[src/rtl/dmdiv_pkg.sv]
package dmdiv_pkg;

  // Strobe from the frame controller to the prescaler datapath.
  typedef struct packed {
    logic useLong;   // current output cycle lasts N+1 clocks
  } modSel_t;

  // Strobe from the prescaler datapath back to the controller.
  typedef struct packed {
    logic cycleEnd;  // last input clock of the current output cycle
  } psStat_t;

endpackage

[src/rtl/dmdiv_prescaler.sv]
module dmdiv_prescaler
  import dmdiv_pkg::*;
#(
  parameter int N = 3
) (
  input  logic                    clk,
  input  logic                    rst,
  input  modSel_t                 sel,
  output psStat_t                 stat,
  output logic                    pulseOut,
  output logic                    modOut,
  output logic [$clog2(N+1)-1:0]  count
);

  localparam int CW = $clog2(N + 1);
  localparam logic [CW-1:0] SHORT_LAST = CW'(N - 1);
  localparam logic [CW-1:0] LONG_LAST  = CW'(N);

  logic [CW-1:0] cnt;
  logic          atEnd;

  // The terminal value depends on the modulus chosen for this cycle.
  always_comb begin
    atEnd = (cnt == (sel.useLong ? LONG_LAST : SHORT_LAST));
  end

  always_ff @(posedge clk) begin
    if (rst) begin
      cnt      <= '0;
      pulseOut <= 1'b0;
      modOut   <= 1'b0;
    end else begin
      cnt      <= atEnd ? '0 : cnt + 1'b1;
      pulseOut <= atEnd;
      if (atEnd) begin
        modOut <= sel.useLong;
      end
    end
  end

  assign stat.cycleEnd = atEnd;
  assign count         = cnt;

endmodule

[src/rtl/dmdiv_controller.sv]
module dmdiv_controller
  import dmdiv_pkg::*;
#(
  parameter int A          = 2,
  parameter int B          = 3,
  parameter bit INTERLEAVE = 1'b1
) (
  input  logic    clk,
  input  logic    rst,
  input  psStat_t stat,
  output modSel_t sel
);

  localparam int   FRAME      = A + B;
  localparam logic FIRST_LONG = (A == 0);

  logic longReg;

  generate
    if (INTERLEAVE) begin : g_spread
      // Error accumulator: add B modulo FRAME per output cycle.
      // A cycle is long when its addition wraps.
      localparam int SW = $clog2(2 * FRAME + 1);
      localparam logic [SW-1:0] B_W = SW'(B);
      localparam logic [SW-1:0] F_W = SW'(FRAME);

      logic [SW-1:0] acc;
      logic [SW-1:0] sumNow;
      logic [SW-1:0] accNext;
      logic [SW-1:0] sumNext;

      always_comb begin
        sumNow  = acc + B_W;
        accNext = (sumNow >= F_W) ? sumNow - F_W : sumNow;
        sumNext = accNext + B_W;
      end

      always_ff @(posedge clk) begin
        if (rst) begin
          acc     <= '0;
          longReg <= FIRST_LONG;
        end else if (stat.cycleEnd) begin
          acc     <= accNext;
          longReg <= (sumNext >= F_W);
        end
      end
    end else begin : g_group
      // Frame counter: the first A cycles are short, the rest are long.
      localparam int FW = (FRAME > 1) ? $clog2(FRAME) : 1;
      localparam logic [FW-1:0] LAST_IDX = FW'(FRAME - 1);
      localparam logic [FW:0]   A_W      = (FW + 1)'(A);

      logic [FW-1:0] idx;
      logic [FW-1:0] idxNext;

      always_comb begin
        idxNext = (idx == LAST_IDX) ? '0 : idx + 1'b1;
      end

      always_ff @(posedge clk) begin
        if (rst) begin
          idx     <= '0;
          longReg <= FIRST_LONG;
        end else if (stat.cycleEnd) begin
          idx     <= idxNext;
          longReg <= ({1'b0, idxNext} >= A_W);
        end
      end
    end
  endgenerate

  assign sel.useLong = longReg;

endmodule

[src/rtl/dual_mod_divider.sv]
module dual_mod_divider
  import dmdiv_pkg::*;
#(
  parameter int N          = 3,
  parameter int A          = 2,
  parameter int B          = 3,
  parameter bit INTERLEAVE = 1'b1
) (
  input  logic clk,
  input  logic rst,
  output logic pulseOut,
  output logic modCtrlOut
);

  localparam int CW = $clog2(N + 1);

  modSel_t       selW;
  psStat_t       statW;
  logic [CW-1:0] psCount;

  dmdiv_controller #(
    .A(A), .B(B), .INTERLEAVE(INTERLEAVE)
  ) ctrl_i (
    .clk  (clk),
    .rst  (rst),
    .stat (statW),
    .sel  (selW)
  );

  dmdiv_prescaler #(
    .N(N)
  ) ps_i (
    .clk      (clk),
    .rst      (rst),
    .sel      (selW),
    .stat     (statW),
    .pulseOut (pulseOut),
    .modOut   (modCtrlOut),
    .count    (psCount)
  );

endmodule

[config.mk]
export PLATFORM = sky130hd
export DESIGN_NAME = dual_mod_divider
export DESIGN_NICKNAME = d
export VERILOG_FILES = /design/src/rtl/dmdiv_pkg.sv /design/src/rtl/dmdiv_prescaler.sv /design/src/rtl/dmdiv_controller.sv /design/src/rtl/dual_mod_divider.sv
export SDC_FILE = /design/constraint.sdc
export NUM_CORES = 1
export LEC_CHECK = 0
export CAP_MARGIN = 20
export CORE_AREA = 2 2 39 41
export CTS_CLUSTER_SIZE = 28
export DETAILED_ROUTE_END_ITERATION = 6
export DIE_AREA = 0 0 41 43
export DONT_BUFFER_PORTS = 1
export PLACE_DENSITY = 0.65
export SYNTH_ARGS = -nofsm -noshare
export SYNTH_HDL_FRONTEND = slang
export SYNTH_HIERARCHICAL = 1
export SYNTH_SLANG_ARGS = --single-unit
[constraint.sdc]
create_clock -name clk -period 2.4 [get_ports clk]
set_input_delay 0.36 -clock clk [delete_from_list [all_inputs] [get_ports clk]]
set_output_delay 0.36 -clock clk [all_outputs]
set_load 0.1 [all_outputs]
# After elaboration in Yosys (flattened, before gate mapping)
# Index checks and enable logic that the tools add are counted.
# classes
n_addsub	4
multipliers	0
div	0
order_cmp	2
eq_ne	1
n_shift	0
muxes	2
bitwise_logic	0
n_reduce_logical	1
# ops
operator	n
adder 4 x 2 -> 4 bit, second input constant	2
greater-or-equal comparator 4 x 3 -> 1 bit, second input constant	2
two-way mux 4 bit	1
subtractor 4 x 3 -> 4 bit, second input constant	1
adder 2 x 1 -> 2 bit, second input constant	1
equality test 2 bit	1
OR reduction 2 bit	1
two-way mux 1 bit	1
# word_totals
regBits	9
latchBits	0
mem_bits_rw	0
mem_bits_ro	0
wordCells	15
mem_count	0

# Longest topological paths before layout
# Gate-level depths: netlist of the first run.
# depth
word_depth	5
ltp_mapped	9
mapped_depth_nobuf	7

# Hierarchy
# The synthesis of the first run kept the hierarchy.
# modules_own_cells
mod	n_inst	cells_each	area_per_inst_um2
dmdiv_controller	1	62	509.2
dmdiv_prescaler	1	16	161.4

# Worst setup path before layout of the first run
# OpenSTA, ideal clock, no wires.
# synth_timing
path_kind	reg-to-reg
startpoint	register ctrl_i.g_spread.acc[0]
endpoint	register ctrl_i.longReg (netlist: ctrl_i/sel)
arrival_ps	1846
required_ps	2284
setup_slack_ps	438
path_stages_with_launch	10
path_cell_list	dfxtp_1 buf_2 inv_1 ha_1 clkbuf_1 and4b_1 a21oi_1 o2bb2ai_1 o211ai_1 a31o_1
# synth_between
elab_chain_cells	5
elab_cells_between_ends	6
classes_between	add/sub (3); order compare (2); mux (1)
# synth_rtl
item	line	source
start, declared	dmdiv_controller.sv:27	logic [SW-1:0] acc;
start signal, assigned	dmdiv_controller.sv:43	acc <= accNext;
adder 4 x 2 -> 4 bit *	dmdiv_controller.sv:33	sumNow = acc + B_W;
subtractor 4 x 3 -> 4 bit / greater-or-equal comparator 4 x 3 -> 1 bit (equally long branches)	dmdiv_controller.sv:34	accNext = (sumNow >= F_W) ? sumNow - F_W : sumNow;
two-way mux 4 bit *	dmdiv_controller.sv:34	
adder 4 x 2 -> 4 bit *	dmdiv_controller.sv:35	sumNext = accNext + B_W;
greater-or-equal comparator 4 x 3 -> 1 bit *	dmdiv_controller.sv:44	longReg <= (sumNext >= F_W);
end signal, assigned	dmdiv_controller.sv:44	
end, declared	dmdiv_controller.sv:17	logic longReg;
# Every way passes the cells marked *; elsewhere a longest branch is shown, timed or not.
# A chain may end at the register's enable or synchronous reset.

# Worst setup path after layout of the first run
# layout_timing
startpoint	register ctrl_i.g_spread.acc[1]
endpoint	register ctrl_i.g_spread.acc[1]
# layout_between
elab_chain_cells	3
elab_cells_between_ends	4
classes_between	add/sub (2); order compare (1); mux (1)
# layout_rtl
item	line
adder 4 x 2 -> 4 bit *	dmdiv_controller.sv:33
subtractor 4 x 3 -> 4 bit / greater-or-equal comparator 4 x 3 -> 1 bit (equally long branches)	dmdiv_controller.sv:34
two-way mux 4 bit *	dmdiv_controller.sv:34
# Marks and branches as above.

==> flow_summary.json, run 1 <==
{
  "multi_input_area_um2": 447,
  "first_iter_violations": 11,
  "cts_resized": 0,
  "crit_fanout": 7,
  "fillers": 139,
  "cp_data_arrival_time_ns": 2.11,
  "layout-drive-gt1-share_pct": 12.5,
  "hpwlAfterDp_um": 864,
  "dieArea_mm2": 0.00176,
  "die_x_um": 41,
  "finalCritPeriodShare_pct": 80.4,
  "slowest_stage": "or4b_1",
  "critPathKind": "flop to flop",
  "drv_slew": 0,
  "vdd_drop_max_uv": 409,
  "ys_warn_count": 6,
  "seqCellArea_um2": 180,
  "grt_pass1_vias": 520,
  "post_synth_num_cell_types": 37,
  "max-cap-violations": 0,
  "num_vias": 561,
  "finalCriticalPeriod_ns": 1.93,
  "endpoint_kind": "flop",
  "postSynth.asyncResetShare_pct": 0,
  "antenna_found_initial": 0,
  "synth_flop_cell": "dfxtp_1",
  "leakage_uw": 0.000250,
  "grt_pass1_wl_um": 2210,
  "cts_tree": "built",
  "wl_per_cell_um": 13.0,
  "drcViolationCount": 0,
  "avgSynthCellArea_um2": 8.60,
  "cts-buffers-inserted": 3,
  "root_buffer": "clkbuf_4",
  "drt_pass1_iterations": 4,
  "cts.htree.levels": 1,
  "cp_cell_sequence": "inv_1 > ha_1 > xnor2_2 > nand2_1 > a21oi_2 > or4b_1 > o311ai_1",
  "synth-seq-cells": 9,
  "critPathTopFamily": "simple AND/OR/NAND/NOR gates",
  "synth_top_family_by_area": "simple AND/OR/NAND/NOR gates",
  "yosysTopAreaCell": "dfxtp_1",
  "hold_viol": 0,
  "fmax_mhz": 518,
  "cts_hold_buf": 0,
  "min_path_type": "input port to flop",
  "rsz0062_at_grt": "false",
  "synth_edf_count": 0,
  "synthAdderAreaFrac_pct": 5.60,
  "synth-xor-area-share_pct": 9.14,
  "io_buffers": 0,
  "slowest_delay_ns": 0.47,
  "path_buf_inv": 1,
  "synthTopCellsByArea": "dfxtp_1, ha_1, a21oi_1",
  "overflow": 0,
  "die_y_um": 43,
  "rows": 14,
  "status": "finished, final reports clean",
  "synth-simple-area-share_pct": 26.7,
  "highest_layer": "met4",
  "start_util_pct": 48.5,
  "skew_ns": 0.00555,
  "clk_transition_reported_paths_ns": 0.07,
  "setup_viol": 0,
  "grt_start_max_net_pins": 13,
  "wl_met3_um": 67,
  "muxShareOfSynthArea_pct": 0,
  "cts_sinks": 9,
  "yosysSeqAreaShare_pct": 26.9,
  "syn_area_um2": 671,
  "synth-compound-area-share_pct": 25.2,
  "relSlewSlack_pct": 74.3,
  "fin_tns_setup_ns": 0,
  "synth_top_area_share_pct": 26.9,
  "place.gp.congestion": 0.860,
  "antenna_cells": 0,
  "yosysMostFrequentCell": "dfxtp_1",
  "post_cts_buffers": 0,
  "wl_um": 1250,
  "synthTopCellsByCount": "dfxtp_1, a21oi_1, inv_1, nand2b_1",
  "wl_met2_um": 563,
  "cts_buffer_depth": 2,
  "tightest_slew_ns": 0.385,
  "worstPathRequired_ns": 2.58,
  "met1_length_um": 602,
  "synth_nets": 83,
  "critPathLaunchType": "flop",
  "syn_inst": 78,
  "power.density_mw_per_mm2": 571,
  "final_util_pct": 51.6,
  "syn_to_final_growth_pct": 6.53,
  "viasPerCell": 5.84,
  "clock_latency_ns": 0.27,
  "nets": 86,
  "antenna_left": 0,
  "io_pins": 4,
  "grt_usage_pct": 18.4,
  "core-area_mm2": 0.00138
}
-- stage by stage --
step	power, µW	worst slack (ns)	cell area [µm²]	hold WS (ns)	cells
floorplan	268	0.438	671	0.429	78
global placement	286	0.505	688	0.432	92
detailed placement	288	0.487	688	0.434	92
CTS	410	0.466	714	0.153	96
global route	434	0.339	714	0.141	96
finish	408	0.470	714	0.155	96
-- kinds of logic (layout without fill, tap and decap cells) --
group / after synthesis / after routing
XOR/XNOR: 4 / 4
flip-flops: 9 / 9
AO/OA/AOI/OAI: 24 / 24
AND/OR/NAND/NOR: 28 / 28
buffers and inverters: 10 / 12
adder cells (fa/ha/maj): 3 / 3
-- sequential cells by signal (all words and copies together) (netlist names) --
| name | flops |
|---|---|
| ps_i/modOut | 1 |
| ctrl_i/g_spread.acc | 4 |
| ps_i/count | 2 |
| ps_i/pulseOut | 1 |
| ctrl_i/sel | 1 |
-- power by group --
group	switching, µW	internal [µW]
clock	57.9	64.3
sequential	15.1	160
combinational	67.8	43.0
total	141	267
-- layout make-up --
| type | count | area share [%] |
|---|---|---|
| Multi-Input combinational cell | 59 | 62.5 |
| Sequential cell | 9 | 25.2 |
| Clock buffer | 4 | 3.68 |
| Timing Repair Buffer | 3 | 3.15 |
| Tap cell | 16 | 2.80 |
| Inverter | 5 | 2.63 |
-- cell usage in the layout, fill, tap and decap left out, types with 2 or more instances in the layout --
cell	n
dfxtp_1	9
a21oi_1	7
inv_1	5
nand2b_1	5
nand2_1	4
o21ai_0	4
clkbuf_4	3
nor3_1	3
ha_1	3
buf_4	3
nand4_1	2
nand3_1	2
xnor2_1	2
and3b_1	2
o31ai_1	2
o211ai_1	2
nor3b_1	2
-- metal layers --
metal | GRT usage [%] | vias to the layer above
met3 | 7.85 | 2
met1 | 23.6 | 255
met4 | 4.00 | 0
li1 | - | 292
met2 | 27.8 | 12
met5 | 0 | -
-- final timing paths --
path | startpoint | endpoint | slack [ns] | cells past startpoint
max | ctrl_i/g_spread.acc[1] | ctrl_i/g_spread.acc[1] | 0.47 | 7
min | rst | ctrl_i/g_spread.acc[0] | 0.15 | 1
max reg2reg | ctrl_i/g_spread.acc[1] | ctrl_i/g_spread.acc[1] | 0.47 | 7
min reg2reg | ctrl_i/sel | ps_i/count[0] | 0.52 | 2
(Power assumes the default switching activity.)
==> inputs of run 2 (changes only) <==
- PLACE_DENSITY: 0.65 -> 0.68
- clock period: 2.4 -> 1.6 ns (I/O delays scaled with it)
==> run 2 against run 1 <==
- the run now ends with setup timing left
- flip-flop and latch count stayed put
- sequential power rose by 54%
- via count grew 20%
- sequential share of layout area shrank 5.3 points
- power rose by 81%
- core utilization grew 17 points
- routed wire length is 40% higher
- die area is the same
- critical path depth decreased by 2
- register-to-register slack worse by 0.52 ns
- largest power group is now combinational logic
- highest routed layer unchanged
==> flow_summary.json, run 2 (synthesized netlist as in run 1, its figures left out) <==
{
  "root_buffer": "clkbuf_4",
  "most-common-layout-cells": "buf_4, a21oi_1, dfxtp_1, nand2b_1",
  "drcViolationCount": 0,
  "cts_sinks": 9,
  "cp_cell_sequence": "o21ai_4 > xor2_4 > a21oi_2 > or4b_1 > o311ai_2",
  "finalCritPeriodShare_pct": 103,
  "power.density_mw_per_mm2": 775,
  "wl_um": 1740,
  "core-area_mm2": 0.00138,
  "fin_ws_ns": -0.0524,
  "largest_reg_flops": 4,
  "io_buffers": 0,
  "max-cap-violations": 0,
  "clk_transition_reported_paths_ns": 0.06,
  "final_common_cell": "buf_4",
  "syn_to_final_growth_pct": 42.5,
  "critPathKind": "flop to flop",
  "overflow": 0,
  "critPathTopFamily": "simple AND/OR/NAND/NOR gates",
  "wl_per_cell_um": 15.0,
  "cts-buffers-inserted": 3,
  "fin_total_pwr_uw": 740,
  "slowest_stage": "or4b_1",
  "leakage_uw": 0.000364,
  "grt_usage_pct": 21.8,
  "finalCriticalPeriod_ns": 1.65,
  "cp_data_arrival_time_ns": 1.82,
  "final_area_um2": 956,
  "skew_ns": 0.00156,
  "cts_buffer_depth": 2,
  "crit_fanout": 4,
  "hpwlAfterDp_um": 1130,
  "die_x_um": 41,
  "grt_pass1_wl_um": 2590,
  "layout-drive-gt1-share_pct": 44.0,
  "io_pins": 4,
  "fmax_mhz": 605,
  "worstPathRequired_ns": 1.77,
  "viasPerCell": 5.82,
  "antenna_left": 0,
  "vdd_drop_max_uv": 569,
  "drv_slew": 0,
  "grt_start_max_net_pins": 13,
  "min_path_type": "input port to flop",
  "rows": 14,
  "setup_viol": 1,
  "cts.htree.levels": 1,
  "whs_ns": 0.0311,
  "drt_pass1_iterations": 4,
  "clock_latency_ns": 0.26,
  "hold_viol": 0,
  "regMostFlops": "ctrl_i/g_spread.acc",
  "nets": 106,
  "relSlewSlack_pct": 80.3,
  "placed_area_um2": 822,
  "tightest_slew_ns": 0.296,
  "critPathLaunchType": "flop",
  "violations": "setup timing",
  "dieArea_mm2": 0.00176,
  "slowest_delay_ns": 0.52,
  "cts_hold_buf": 0,
  "first_iter_violations": 17,
  "start_util_pct": 48.5,
  "grt_pass1_vias": 585,
  "antenna_found_initial": 0,
  "rsz0062_at_grt": "true",
  "status": "finished, violations left",
  "path_buf_inv": 0,
  "die_y_um": 43,
  "endpoint_kind": "flop",
  "num_vias": 675,
  "cts_tree": "built",
  "fillers": 103,
  "antenna_cells": 0,
  "place.gp.congestion": 0.795,
  "fin_tns_setup_ns": -0.0524
}
[run 2: changes by cell type in the layout (fill, tap and decap cells not counted), moves of 2 or more]
cell / previous run / this run
buf_4: 3 / 23
dfxtp_4: 0 / 2
o21ai_0: 4 / 2
ha_4: 0 / 3
o21ai_1: 0 / 2
ha_1: 3 / 0
dfxtp_2: 0 / 2
dfxtp_1: 9 / 5
inv_1: 5 / 3
[run 2: per-layer routing]
metal  GRT usage [%]  wire (µm)  vias up
li1                -          -      329
met1            28.7        787      331
met2            32.5        877       12
met3            7.85         64        3
met4            6.00         14        0
met5               0          0        -
[run 2: power by group]
group          leakage [µW]  internal [µW]  total, µW  switching (µW)
clock network     0.0000150           96.2        176            80.1
registers         0.0000755            242        269            27.7
logic              0.000274            152        295             142
[run 2: area by class of cell]
type / instances / area, µm² / share of cell area [%]
Sequential cell: 9 / 190 / 19.9
Timing Repair Buffer: 23 / 173 / 18.1
Tap cell: 16 / 20.0 / 2.09
Inverter: 5 / 26.3 / 2.75
Clock buffer: 4 / 26.3 / 2.75
Multi-Input combinational cell: 59 / 520 / 54.5
[run 2: repair_timing]
item	4_1_cts	5_1_grt
setup endpoints to repair	2	3
pin swaps	0	9
hold endpoints to repair	0	0
setup buffers	0	7
resized for setup	5	10
[run 2: worst paths after layout]
check,slack [ns],end,cells past startpoint,startpoint
worst max-delay path,-0.05,ctrl_i/g_spread.acc[1],5,ctrl_i/g_spread.acc[1]
worst min-delay path,0.03,ctrl_i/g_spread.acc[0],1,rst
worst max register to register,-0.05,ctrl_i/g_spread.acc[1],5,ctrl_i/g_spread.acc[1]
worst min register to register,0.47,ps_i/count[0],1,ps_i/count[0]
[run 2: metrics by stage]
step | setup WS (ns) | utilization [%] | cells
floorplan | -0.0388 | - | 78
global placement | -0.0126 | 59.4 | 105
detailed placement | -0.0352 | 59.4 | 105
CTS | 0.0106 | 62.4 | 109
global route | -0.0958 | 69.1 | 116
finish | -0.0524 | 69.1 | 116
==> inputs of run 3 (changes only) <==
- HOLD_SLACK_MARGIN: unset -> 0.06
- MAX_ROUTING_LAYER: unset -> met4
- clock period: 1.6 -> 1.5 ns (I/O delays scaled with it)
==> run 3 against run 2 <==
- the flow still finishes with violations (setup timing)
- worst setup slack worse by 0.051 ns
- global-route usage rose by 1.2 points
- die area is the same
- sequential power increased by 6%
- clock skew increased by 0.0063 ns
- sequential share of layout area decreased by 0.78 points
- critical path depth grew 2
- power grew 9.5%
- clock power rose by 7%
- non-clock buffer count rose by 4
- flip-flop and latch count is the same
- critical path type unchanged
- critical endpoint unchanged
- largest power group unchanged
==> flow_summary.json, run 3 (synthesized netlist as in run 1, its figures left out) <==
{
  "die_x_um": 41,
  "antenna_found_initial": 0,
  "hpwlAfterDp_um": 1130,
  "drv_slew": 0,
  "wl_met3_um": 99,
  "overflow": 0,
  "clk_transition_reported_paths_ns": 0.06,
  "hold_depth": 1,
  "leakage_uw": 0.000388,
  "antenna_left": 0,
  "reg2reg_to": "ctrl_i/g_spread.acc[1]",
  "fmax_mhz": 624,
  "endpoint_kind": "flop",
  "rsz0062_at_grt": "true",
  "fin_ws_ns": -0.103,
  "layout-drive-gt1-share_pct": 44.2,
  "first_iter_violations": 21,
  "skew_ns": 0.00789,
  "hold_viol": 0,
  "cts-buffers-inserted": 3,
  "place.gp.congestion": 0.859,
  "most-common-layout-cells": "buf_4, a21oi_1, dfxtp_1, nand2b_1",
  "r2r_slack_ns": -0.10,
  "viasPerCell": 5.74,
  "cp_cell_sequence": "inv_6 > ha_4 > xnor2_4 > nand2_2 > a21oi_2 > or4b_1 > o311ai_2",
  "cts_hold_buf": 2,
  "worstPathRequired_ns": 1.67,
  "largest_reg_flops": 4,
  "core-area_mm2": 0.00138,
  "vdd_drop_max_uv": 755,
  "root_buffer": "clkbuf_4",
  "final_common_cell": "buf_4",
  "nets": 110,
  "grt_start_max_net_pins": 13,
  "start_util_pct": 48.5,
  "cts_sinks": 9,
  "met1_length_um": 708,
  "io_pins": 4,
  "wl_per_cell_um": 15.0,
  "dp_cells": 108,
  "finalCritPeriodShare_pct": 107,
  "cp_data_arrival_time_ns": 1.77,
  "grt_usage_pct": 23.0,
  "regMostFlops": "ctrl_i/g_spread.acc",
  "die_y_um": 43,
  "crit_fanout": 5,
  "cts.htree.levels": 1,
  "cts_buffer_depth": 2,
  "rows": 14,
  "reg2reg_depth": 7,
  "drt_pass1_iterations": 4,
  "instances_no_fill": 120,
  "startpoint": "ctrl_i/g_spread.acc[0]",
  "status": "finished, violations left",
  "min_path_type": "input port to flop",
  "r2r-start": "ctrl_i/g_spread.acc[0]",
  "tightest_slew_ns": 0.277,
  "power.density_mw_per_mm2": 821,
  "final_area_um2": 988,
  "antenna_cells": 0,
  "dieArea_mm2": 0.00176,
  "grt_pass1_vias": 634,
  "setup_viol": 2,
  "violations": "setup timing",
  "wl_met2_um": 996,
  "slowest_delay_ns": 0.50,
  "placed_area_um2": 845,
  "io_buffers": 0,
  "max-cap-violations": 0,
  "highest_layer": "met3",
  "wl_um": 1800,
  "critPathKind": "flop to flop",
  "slowest_stage": "or4b_1",
  "finalCriticalPeriod_ns": 1.60,
  "num_vias": 689,
  "path_buf_inv": 1,
  "cts_tree": "built",
  "grt_pass1_wl_um": 2640,
  "relSlewSlack_pct": 81.7,
  "clock_latency_ns": 0.26,
  "syn_to_final_growth_pct": 47.4,
  "whs_ns": 0.0207,
  "hold_start": "rst",
  "min_to": "ctrl_i/g_spread.acc[0]",
  "final_util_pct": 71.4,
  "critPathTopFamily": "simple AND/OR/NAND/NOR gates",
  "drcViolationCount": 0,
  "critPathLaunchType": "flop"
}
run 3: changes by cell type in the layout (fill, tap and decap cells not counted), sizes merged:
cell and delta:
buf +2, dlygate4sd3 +2
run 3: per-stage QoR:
| stage | setup TNS, ns | worst slack [ns] | total power (µW) |
|---|---|---|---|
| final | -0.168 | -0.103 | 811 |
| after detailed placement | -0.333 | -0.127 | 561 |
| after floorplan | -0.276 | -0.139 | 476 |
| after CTS | -0.0972 | -0.0519 | 779 |
| after global placement | -0.212 | -0.104 | 554 |
| after global routing | -0.337 | -0.170 | 858 |
run 3: worst max-delay path by stage:
stage / to / slack [ns] / depth (start not counted)
2_1_floorplan: ctrl_i/g_spread.acc[1] / -0.14 / 8
3_3_place_gp: ctrl_i/g_spread.acc[1] / -0.10 / 7
3_5_place_dp: ctrl_i/g_spread.acc[1] / -0.13 / 7
4_1_cts: ctrl_i/g_spread.acc[1] / -0.05 / 7
5_1_grt: ctrl_i/g_spread.acc[1] / -0.17 / 7
6_report: ctrl_i/g_spread.acc[1] / -0.10 / 7
run 3: repair_timing:
action | CTS | global route
endpoints found under the setup margin | 3 | 4
setup buffers | 2 | 4
pin swaps | 4 | 4
resized for setup | 10 | 5
endpoints found under the hold margin | 5 | 4
run 3: metal layers:
layer	track usage [%]	vias to the layer above
met1	26.1	324
met2	37.5	22
met3	9.95	0
met5	-	-
met4	2.00	0
li1	-	343
run 3: area by class of cell:
class / instances / area (µm²)
clock buffer: 4 / 26.3
sequential: 9 / 189
fill: 98 / 395
tap: 16 / 20.0
multi-input combinational: 59 / 515
timing repair buffer: 27 / 211
inverter: 5 / 26.3
run 3: power breakdown:
group | total [µW] | switching (µW) | internal [µW] | leakage, µW
registers | 284 | 26.6 | 257 | 0.0000753
clock network | 188 | 85.3 | 102 | 0.0000150
logic | 340 | 159 | 181 | 0.000298
total | 811 | 271 | 540 | 0.000388
run 3: worst reg2reg max path, delay by kind of cell (launching register included):
family | cells | cell delay, ns
and+or+nand+nor | 2 | 0.59
DFF | 1 | 0.41
adders and majority gates | 1 | 0.17
xor gates and xnor gates | 1 | 0.15
AOI/OAI and AO/OA | 2 | 0.14
buffers and inverters | 1 | 0.05
